File: src/rtl/wk_pkg.sv
package wk_pkg;
  localparam int LEN_W = 2;

  typedef enum logic [LEN_W-1:0] {
    FLT_BYPASS = 2'd0,
    FLT_ONE    = 2'd1,
    FLT_TWO    = 2'd2,
    FLT_THREE  = 2'd3
  } flt_len_e;

  function automatic logic len_is_bypass(input logic [LEN_W-1:0] len);
    return len == FLT_BYPASS;
  endfunction
endpackage

File: src/rtl/wk_combine.sv
module wk_combine #(
  parameter int NOUT = 8
) (
  input  logic [NOUT-1:0] fab_out,
  input  logic [NOUT-1:0] out_mask,
  output logic            raw_req
);
  logic [NOUT-1:0] gated;

  for (genvar i = 0; i < NOUT; i++) begin : g_gate
    assign gated[i] = fab_out[i] & out_mask[i];
  end

  assign raw_req = |gated;
endmodule

File: src/rtl/wk_sync.sv
module wk_sync #(
  parameter int STAGES = 2
) (
  input  logic clk,
  input  logic rst,
  input  logic d,
  output logic q
);
  logic [STAGES-1:0] chain;

  for (genvar s = 0; s < STAGES; s++) begin : g_stage
    if (s == 0) begin : g_first
      always_ff @(posedge clk) begin
        if (rst) chain[s] <= 1'b0;
        else     chain[s] <= d;
      end
    end else begin : g_next
      always_ff @(posedge clk) begin
        if (rst) chain[s] <= 1'b0;
        else     chain[s] <= chain[s-1];
      end
    end
  end

  assign q = chain[STAGES-1];
endmodule

File: src/rtl/wk_glitch_filter.sv
module wk_glitch_filter #(
  parameter int LEN_W = 2
) (
  input  logic             clk,
  input  logic             rst,
  input  logic             tick,
  input  logic [LEN_W-1:0] len,
  input  logic             d,
  output logic             q
);
  localparam int CW = LEN_W + 1;

  logic [LEN_W-1:0] run_cnt;
  logic             lvl_q;
  logic [CW-1:0]    run_next;

  assign run_next = {1'b0, run_cnt} + CW'(1);

  always_ff @(posedge clk) begin
    if (rst) begin
      run_cnt <= '0;
      lvl_q   <= 1'b0;
    end else if (tick) begin
      if (d == lvl_q) begin
        run_cnt <= '0;
      end else if (run_next >= {1'b0, len}) begin
        lvl_q   <= d;
        run_cnt <= '0;
      end else begin
        run_cnt <= run_next[LEN_W-1:0];
      end
    end
  end

  assign q = lvl_q;

  AST_FILT_HOLD: assert property (@(posedge clk) disable iff (rst)
    !tick |=> $stable(lvl_q));
endmodule

File: src/rtl/wk_req_cond.sv
module wk_req_cond (
  input  logic clk,
  input  logic rst,
  input  logic raw_req,
  input  logic filt_lvl,
  input  logic bypass,
  input  logic sticky_en,
  input  logic sw_clear,
  output logic req_q
);
  logic req_d;

  always_comb begin
    if (sticky_en)   req_d = raw_req | (req_q & ~sw_clear);
    else if (bypass) req_d = raw_req;
    else             req_d = filt_lvl;
  end

  always_ff @(posedge clk) begin
    if (rst) req_q <= 1'b0;
    else     req_q <= req_d;
  end

  AST_BYPASS_CAPTURE: assert property (@(posedge clk) disable iff (rst)
    (!sticky_en && bypass) |=> (req_q == $past(raw_req)));
  AST_STICKY_KEEP: assert property (@(posedge clk) disable iff (rst)
    (sticky_en && req_q && !sw_clear) |=> req_q);
  AST_STICKY_CLEAR: assert property (@(posedge clk) disable iff (rst)
    (sticky_en && sw_clear && !raw_req) |=> !req_q);
  AST_SET_WINS: assert property (@(posedge clk) disable iff (rst)
    (sticky_en && raw_req) |=> req_q);
  AST_FILT_FOLLOW: assert property (@(posedge clk) disable iff (rst)
    (!sticky_en && !bypass) |=> (req_q == $past(filt_lvl)));
endmodule

File: src/rtl/wk_wake_gen.sv
module wk_wake_gen #(
  parameter int NOUT        = 8,
  parameter int SYNC_STAGES = 2
) (
  input  logic                     clk,
  input  logic                     rst,
  input  logic [NOUT-1:0]          fab_out,
  input  logic [NOUT-1:0]          out_mask,
  input  logic [wk_pkg::LEN_W-1:0] flt_len,
  input  logic                     flt_tick,
  input  logic                     sticky_en,
  input  logic                     sw_clear,
  output logic                     wake_req
);
  import wk_pkg::*;

  logic raw_req;
  logic sync_req;
  logic filt_lvl;
  logic bypass;

  assign bypass = len_is_bypass(flt_len);

  wk_combine #(.NOUT(NOUT)) u_combine (
    .fab_out  (fab_out),
    .out_mask (out_mask),
    .raw_req  (raw_req)
  );

  wk_sync #(.STAGES(SYNC_STAGES)) u_sync (
    .clk (clk),
    .rst (rst),
    .d   (raw_req),
    .q   (sync_req)
  );

  wk_glitch_filter #(.LEN_W(LEN_W)) u_filter (
    .clk  (clk),
    .rst  (rst),
    .tick (flt_tick),
    .len  (flt_len),
    .d    (sync_req),
    .q    (filt_lvl)
  );

  wk_req_cond u_cond (
    .clk       (clk),
    .rst       (rst),
    .raw_req   (raw_req),
    .filt_lvl  (filt_lvl),
    .bypass    (bypass),
    .sticky_en (sticky_en),
    .sw_clear  (sw_clear),
    .req_q     (wake_req)
  );

  AST_MASK_ZERO: assert property (@(posedge clk) disable iff (rst)
    (out_mask == '0 && !sticky_en && bypass) |=> !wake_req);
endmodule

File: config.mk
export PLATFORM = sky130hd
export DESIGN_NAME = wk_wake_gen
export DESIGN_NICKNAME = d
export VERILOG_FILES = /design/src/rtl/wk_pkg.sv /design/src/rtl/wk_combine.sv /design/src/rtl/wk_sync.sv /design/src/rtl/wk_glitch_filter.sv /design/src/rtl/wk_req_cond.sv /design/src/rtl/wk_wake_gen.sv
export SDC_FILE = /design/constraint.sdc
export NUM_CORES = 1
export LEC_CHECK = 0
export BUFFER_PORTS_ARGS = -buffer_cell sky130_fd_sc_hd__buf_2
export CORE_AREA = 2 2 39 41
export CTS_CLUSTER_SIZE = 24
export DETAILED_ROUTE_END_ITERATION = 16
export DIE_AREA = 0 0 41 43
export PLACE_DENSITY = 0.53
export SLEW_MARGIN = 25
export SYNTH_ARGS = -nofsm -noshare
export SYNTH_HDL_FRONTEND = slang
export SYNTH_SLANG_ARGS = --single-unit
File: constraint.sdc
create_clock -name clk -period 1.5 [get_ports clk]
set_input_delay 0.15 -clock clk [delete_from_list [all_inputs] [get_ports clk]]
set_output_delay 0.15 -clock clk [all_outputs]
set_load 0.005 [all_outputs]
=== Word-level counts from Yosys, hierarchy flattened ===
Cells that the tools add are included.

* Add/subtract/negate cells: 1
* $lt $le $gt $ge: 1
* Equality and inequality tests: 1
* Multiplexer cells: 4
* Bitwise gates (word level): 12
* Reduce and logical (&&, ||, !) cells: 3

{| class="wikitable"
|+ Operators by type and width
! kind !! number
|-
| AND 1 bit || 9
|-
| OR reduction 8 bit || 1
|-
| 2-to-1 mux 2 bit || 2
|-
| adder 2 x 1 -> 3 bit, second input constant || 1
|-
| >= comparator 3 x 2 -> 1 bit || 1
|-
| AND reduction 3 bit || 1
|-
| zero test 2 bit || 1
|-
| 2-to-1 mux 1 bit || 2
|-
| inverter 1 bit || 2
|-
| == test 1 bit || 1
|-
| bitwise OR 1 bit || 1
|}

* Register bits after elaboration: 6
* Input port bits: 23

=== Longest topological paths before layout ===
* Depth in word-level cells: 4
* Gate-level depth with buffers: 5
* Mapped depth without buffers: 5

=== Modules after synthesis ===
A second synthesis with hierarchy kept.

* Cell total of the unflattened synthesis: 40
* Area total of the unflattened synthesis: 384.1 um2

{| class="wikitable"
|+ By module, submodules not included
! module !! instances !! cells each !! area each (um2)
|-
| wk_glitch_filter || 1 || 25 || 236.5
|-
| wk_req_cond || 1 || 5 || 55.1
|-
| wk_sync || 1 || 4 || 52.6
|-
| wk_combine || 1 || 5 || 36.3
|-
| wk_wake_gen || 1 || 1 || 3.8
|}

=== Worst setup path after synthesis ===
No wires, ideal clock.

* Path type: register to register
* From: reg u_filter.run_cnt[0]
* To: reg u_filter.run_cnt[1]
* Setup time: 0.070 ns
* Arrival time: 1.264 ns
* Data required time: 1.430 ns
* Slack: 0.166 ns
* Cell stages (with the launch flop): 5
* Path buffers: 0
* Period minus slack after synthesis: 1.334 ns
* Cells stage by stage: dfxtp_1 > fa_1 > a311oi_2 > nand3_1 > a21oi_1

* Longest elaborated chain between the ends: 4

{| class="wikitable"
|+ RTL lines
! what !! RTL line !! RTL
|-
| start, declared || wk_glitch_filter.sv:13 || <nowiki>logic [LEN_W-1:0] run_cnt;</nowiki>
|-
| start signal, assigned || wk_glitch_filter.sv:30 || <nowiki>run_cnt <= run_next[LEN_W-1:0];</nowiki>
|-
| adder 2 x 1 -> 3 bit * || wk_glitch_filter.sv:17 || <nowiki>assign run_next = {1'b0, run_cnt} + CW'(1);</nowiki>
|-
| >= comparator 3 x 2 -> 1 bit || wk_glitch_filter.sv:26 || <nowiki>end else if (run_next >= {1'b0, len}) begin</nowiki>
|-
| 2-to-1 mux 2 bit * || wk_glitch_filter.sv:26 ||
|-
| 2-to-1 mux 2 bit * || wk_glitch_filter.sv:24 || <nowiki>if (d == lvl_q) begin</nowiki>
|}

Every way passes the cells marked *; elsewhere a longest branch is shown, timed or not.
A chain may end at the register's enable or synchronous reset.

=== Final worst setup path ===
* From: reg u_filter.run_cnt[1]
* To: reg u_filter.run_cnt[0]

* Longest elaborated chain between the ends: 4

{| class="wikitable"
|+ RTL lines
! what !! RTL line
|-
| adder 2 x 1 -> 3 bit || wk_glitch_filter.sv:17
|-
| >= comparator 3 x 2 -> 1 bit || wk_glitch_filter.sv:26
|-
| 2-to-1 mux 2 bit || wk_glitch_filter.sv:26
|-
| 2-to-1 mux 2 bit || wk_glitch_filter.sv:24
|}

Every way passes these cells.

==> results <==
- The flow ran to the end, and the final reports show no timing, DRC or antenna violations.
- The post-place instance area is 488 um^2.
- At the pin with the least slew margin, the transition time is 0.279 ns.
- The slowest stage of the critical path belongs to the cell sky130_fd_sc_hd__fa_1.
- CTS built an H-tree with a depth of 1.
- Global routing finished with a remaining overflow of 0.
- STA puts the critical path data required time at 1.67 ns.
- After legalization and detailed placement, the total HPWL measured 654 um.
- The most frequently used flop master after synthesis is sky130_fd_sc_hd__dfxtp_1.
- The endpoint kind of the worst setup timing path is a flop.
- The clock latency on the worst-skew pair is between 0.2 and 0.3 ns.
- The number of antenna violations at the first check in global routing came to 0.
- In this run the cell area of the synthesized design comes to 345 um^2.
- The number of hold buffers added after cts is 0.
- The final max-slew violation count is 0.
- The final critical path takes up between 90% and 100% of the cycle.
- The synthesized netlist contains 20 unique library cells.
- The post-synthesis sequential element count is 6.
- Clock-pin slew was measured on the worst setup and hold paths at 0.05 ns.
- Setup repair after global routing left no endpoint under its margin.
- The number of setup violations in the final report is 0.
- During I/O placement, the number of pins put on the boundary was 24.
- The number of nets in the final layout is 94.
- Counting flops with a built-in enable in the synthesized netlist gives 0.
- In this run the worst hold path is classified as input port to flop.
- The commonest cells after synthesis are sky130_fd_sc_hd__dfxtp_1, sky130_fd_sc_hd__inv_1, sky130_fd_sc_hd__a22oi_1.
- The die is roughly 41 um wide.
- The wire length of the first global-routing pass is 1260 um.
- Input and output buffers added on the ports amount to 23.
- The worst register-to-register path has a depth of 4.
- The chip height is 43 um.
- The count of vias placed by the detailed router is a little under 400.
- The number of max-capacitance violations reported is 0.
- The reg-to-reg endpoint is u_filter.run_cnt[0]$_SDFFE_PP0P_.
- The area share of the leading cell type in the synthesized netlist is 34.8%.
- The number of buffers and inverters on the critical path is 0.
- The global-route usage over all layers is a little over a tenth.
- For this design the ratio of total power to cell area is 774 nW/um^2.
- The top cell family by delay on the critical path is adder cells.
- 0 antenna diodes ended up in the layout.
- In this run the worst path has a maximum fanout of 3.
- In this run the core area contains 14 standard-cell rows.
- Sorting the synthesized cells by area gives the leading types as sky130_fd_sc_hd__dfxtp_1, sky130_fd_sc_hd__a22oi_1, sky130_fd_sc_hd__ha_1.
- In this run the critical register-to-register path is launched from u_filter.run_cnt[1]$_SDFFE_PP0P_.
- The clock tree from TritonCTS is done.
- Subtracting the final worst setup slack from the clock period gives 1.41 ns.
- The critical path class is flop to flop.
- The final hold violation count is 0.
- In this run the mean area of a mapped cell was approximately 9 um^2.
- The fraction of the yosys area taken by sequential cells is between 30% and 40%.
- The synthesis-to-layout area growth is 47.8%.
- The largest single stage delay on the critical path is 0.46 ns.
- Setup slack on the worst reg-to-reg path comes out at roughly 0.09 ns.
- The number of buffers added for setup after CTS is 0.
- The total clock buffers created by CTS is 3.
- The clock passes through at most 2 buffers.
- Across the VDD grid, the largest voltage drop is 345 uV.
- The cell at the root of the clock tree is sky130_fd_sc_hd__clkbuf_4.
- The fraction of registers with async set or reset after synthesis is 0%.
- In this run the tightest slew margin relative to its limit is 81.2%.
- The synthesized design spends more area on one cell type than any other, namely sky130_fd_sc_hd__dfxtp_1.
- The die covers ~1800 um^2.
- The worst setup slack after layout is roughly 0.09 ns.
- The critical path crosses 4 cells after its start point.
- The number of global-route vias before repair is around 360.
- Clock tree synthesis found a total of 6 sinks.
- For this run, the number of Yosys warnings is 0.
- The post-CTS resize count is 0.
- After detailed routing, the number of remaining DRC violations is 0.
- The element type at the critical path start is a flop.
- Summed over all cells, the static leakage comes to about 0.25 nW.
- The number of instances in the synthesized netlist is 39.
- The final setup skew is 0.00569 ns.
- Tracing the worst setup path back leads to its startpoint at u_filter.run_cnt[1]$_SDFFE_PP0P_.
- The residual antenna-violating net count after detailed routing is 0.
- In the final routed layout, each cell accounts on average for 9.32 um.
- The most critical setup path has its endpoint at u_filter.run_cnt[0]$_SDFFE_PP0P_.
- For the final routed database, the setup TNS stands at 0 ns.
- The net count after synthesis is 65.
- Once layout is done, the placed cells without fillers occupy 510 um^2.
- The most common cell in the synthesized netlist is sky130_fd_sc_hd__dfxtp_1.
- For this configuration, the core starts out at a cell density of 25.0%.
- The signal on the critical path passes through fa_1 -> a311oi_2 -> nand3b_1 -> a21oi_1.
- At the end of routability-driven placement, the weighted congestion stood at 0.651.
- After detailed routing, the number of vias per cell comes to 4.77.
- The minimum setup slack after placement is 0.0982 ns.
- Wires add up to ~760 um.
- The highest clock frequency the design can meet is 709 MHz.
- The floorplan step defined a core boundary enclosing 1380 um^2.
- The largest net degree at the start of global routing is 8.
- For this block, the initial DRC count from the detailed router was 7.
- The arrival time at the worst endpoint is 1.58 ns.
- The detailed-router iteration count before antenna repair is 2.
- The share of cells above drive strength 1 is ~42%.
-- report_power, final --
part / internal (mW) / total (mW) / switching (mW) / leakage, nW
Combinational: 0.0413 / 0.0711 / 0.0298 / 0.185
Clock: 0.0907 / 0.152 / 0.0612 / 0.0138
Sequential: 0.168 / 0.172 / 0.00413 / 0.0494
-- flip-flops by register name, summed over array words and instances (netlist names) --
name              count
u_filter.q            1
u_cond.req_q          1
u_sync.chain          1
u_sync.q              1
u_filter.run_cnt      2
-- cell usage in the layout (no fill, tap or decap) --
cell type and instances:
sky130_fd_sc_hd__buf_2 23, sky130_fd_sc_hd__dfxtp_1 6, sky130_fd_sc_hd__inv_1 5, sky130_fd_sc_hd__a22oi_1 4, sky130_fd_sc_hd__nor2_1 3, sky130_fd_sc_hd__clkbuf_4 3
sky130_fd_sc_hd__nor2b_1 2, sky130_fd_sc_hd__a31oi_1 2, sky130_fd_sc_hd__nand2_1 2, sky130_fd_sc_hd__a21oi_1 2, sky130_fd_sc_hd__ha_1 2, sky130_fd_sc_hd__and4_1 1
sky130_fd_sc_hd__nand2b_1 1, sky130_fd_sc_hd__o21ai_0 1, sky130_fd_sc_hd__o41ai_1 1, sky130_fd_sc_hd__xnor2_1 1, sky130_fd_sc_hd__a311oi_2 1, sky130_fd_sc_hd__nand3_1 1
sky130_fd_sc_hd__nor3_1 1, sky130_fd_sc_hd__a211oi_1 1, sky130_fd_sc_hd__nand3b_1 1, sky130_fd_sc_hd__fa_1 1, sky130_fd_sc_hd__buf_4 1
-- metrics by stage --
step / util, % / total power, mW / cells / hold WS [ns]
after floorplan: - / 0.206 / 39 / 0.219
after global placement: 35.3 / 0.246 / 79 / 0.414
after detailed placement: 35.3 / 0.247 / 79 / 0.414
after CTS: 36.9 / 0.403 / 82 / 0.143
after global routing: 36.9 / 0.428 / 82 / 0.156
final: 36.9 / 0.395 / 82 / 0.153
-- layout make-up --
class	instances	area (um^2)
clock buffers	3	22.5
fillers	151	873
inverters	5	18.8
multi-input cells	28	206
flip-flops and latches	6	120
well taps	16	20.0
repair buffers	24	123
-- logic make-up (layout without fill, tap and decap cells) --
logic type,after synthesis,after routing,synth area share [%]
AOI/OAI and AO/OA,12,12,25.7
DFF,6,6,34.8
adders and majority gates,3,3,13.0
xor gates and xnor gates,1,1,2.54
and+or+nand+nor,12,12,18.5
buffers and inverters,5,32,5.44
-- how the worst min path moves through the flow --
| stage | from | cells past startpoint | slack [ns] | endpoint |
|---|---|---|---|---|
| 2_1_floorplan | rst | 1 | 0.22 | u_filter.run_cnt[0]$_SDFFE_PP0P_ |
| 3_3_place_gp | rst | 2 | 0.41 | u_filter.run_cnt[1]$_SDFFE_PP0P_ |
| 3_5_place_dp | rst | 2 | 0.41 | u_filter.run_cnt[1]$_SDFFE_PP0P_ |
| 4_1_cts | rst | 2 | 0.14 | u_filter.run_cnt[1]$_SDFFE_PP0P_ |
| 5_1_grt | rst | 2 | 0.16 | u_sync.q$_SDFF_PP0_ |
| 6_report | rst | 2 | 0.15 | u_filter.run_cnt[1]$_SDFFE_PP0P_ |
-- metal layers --
layer | vias to the layer above | routed length [um] | global-route usage (%)
li1 | 196 | - | -
met1 | 171 | 296 | 10.1
met2 | 22 | 355 | 17.2
met3 | 2 | 102 | 6.28
met4 | 0 | 9 | 6.00
met5 | - | 0 | 0
No activity file was read; power rests on OpenSTA's default activity.
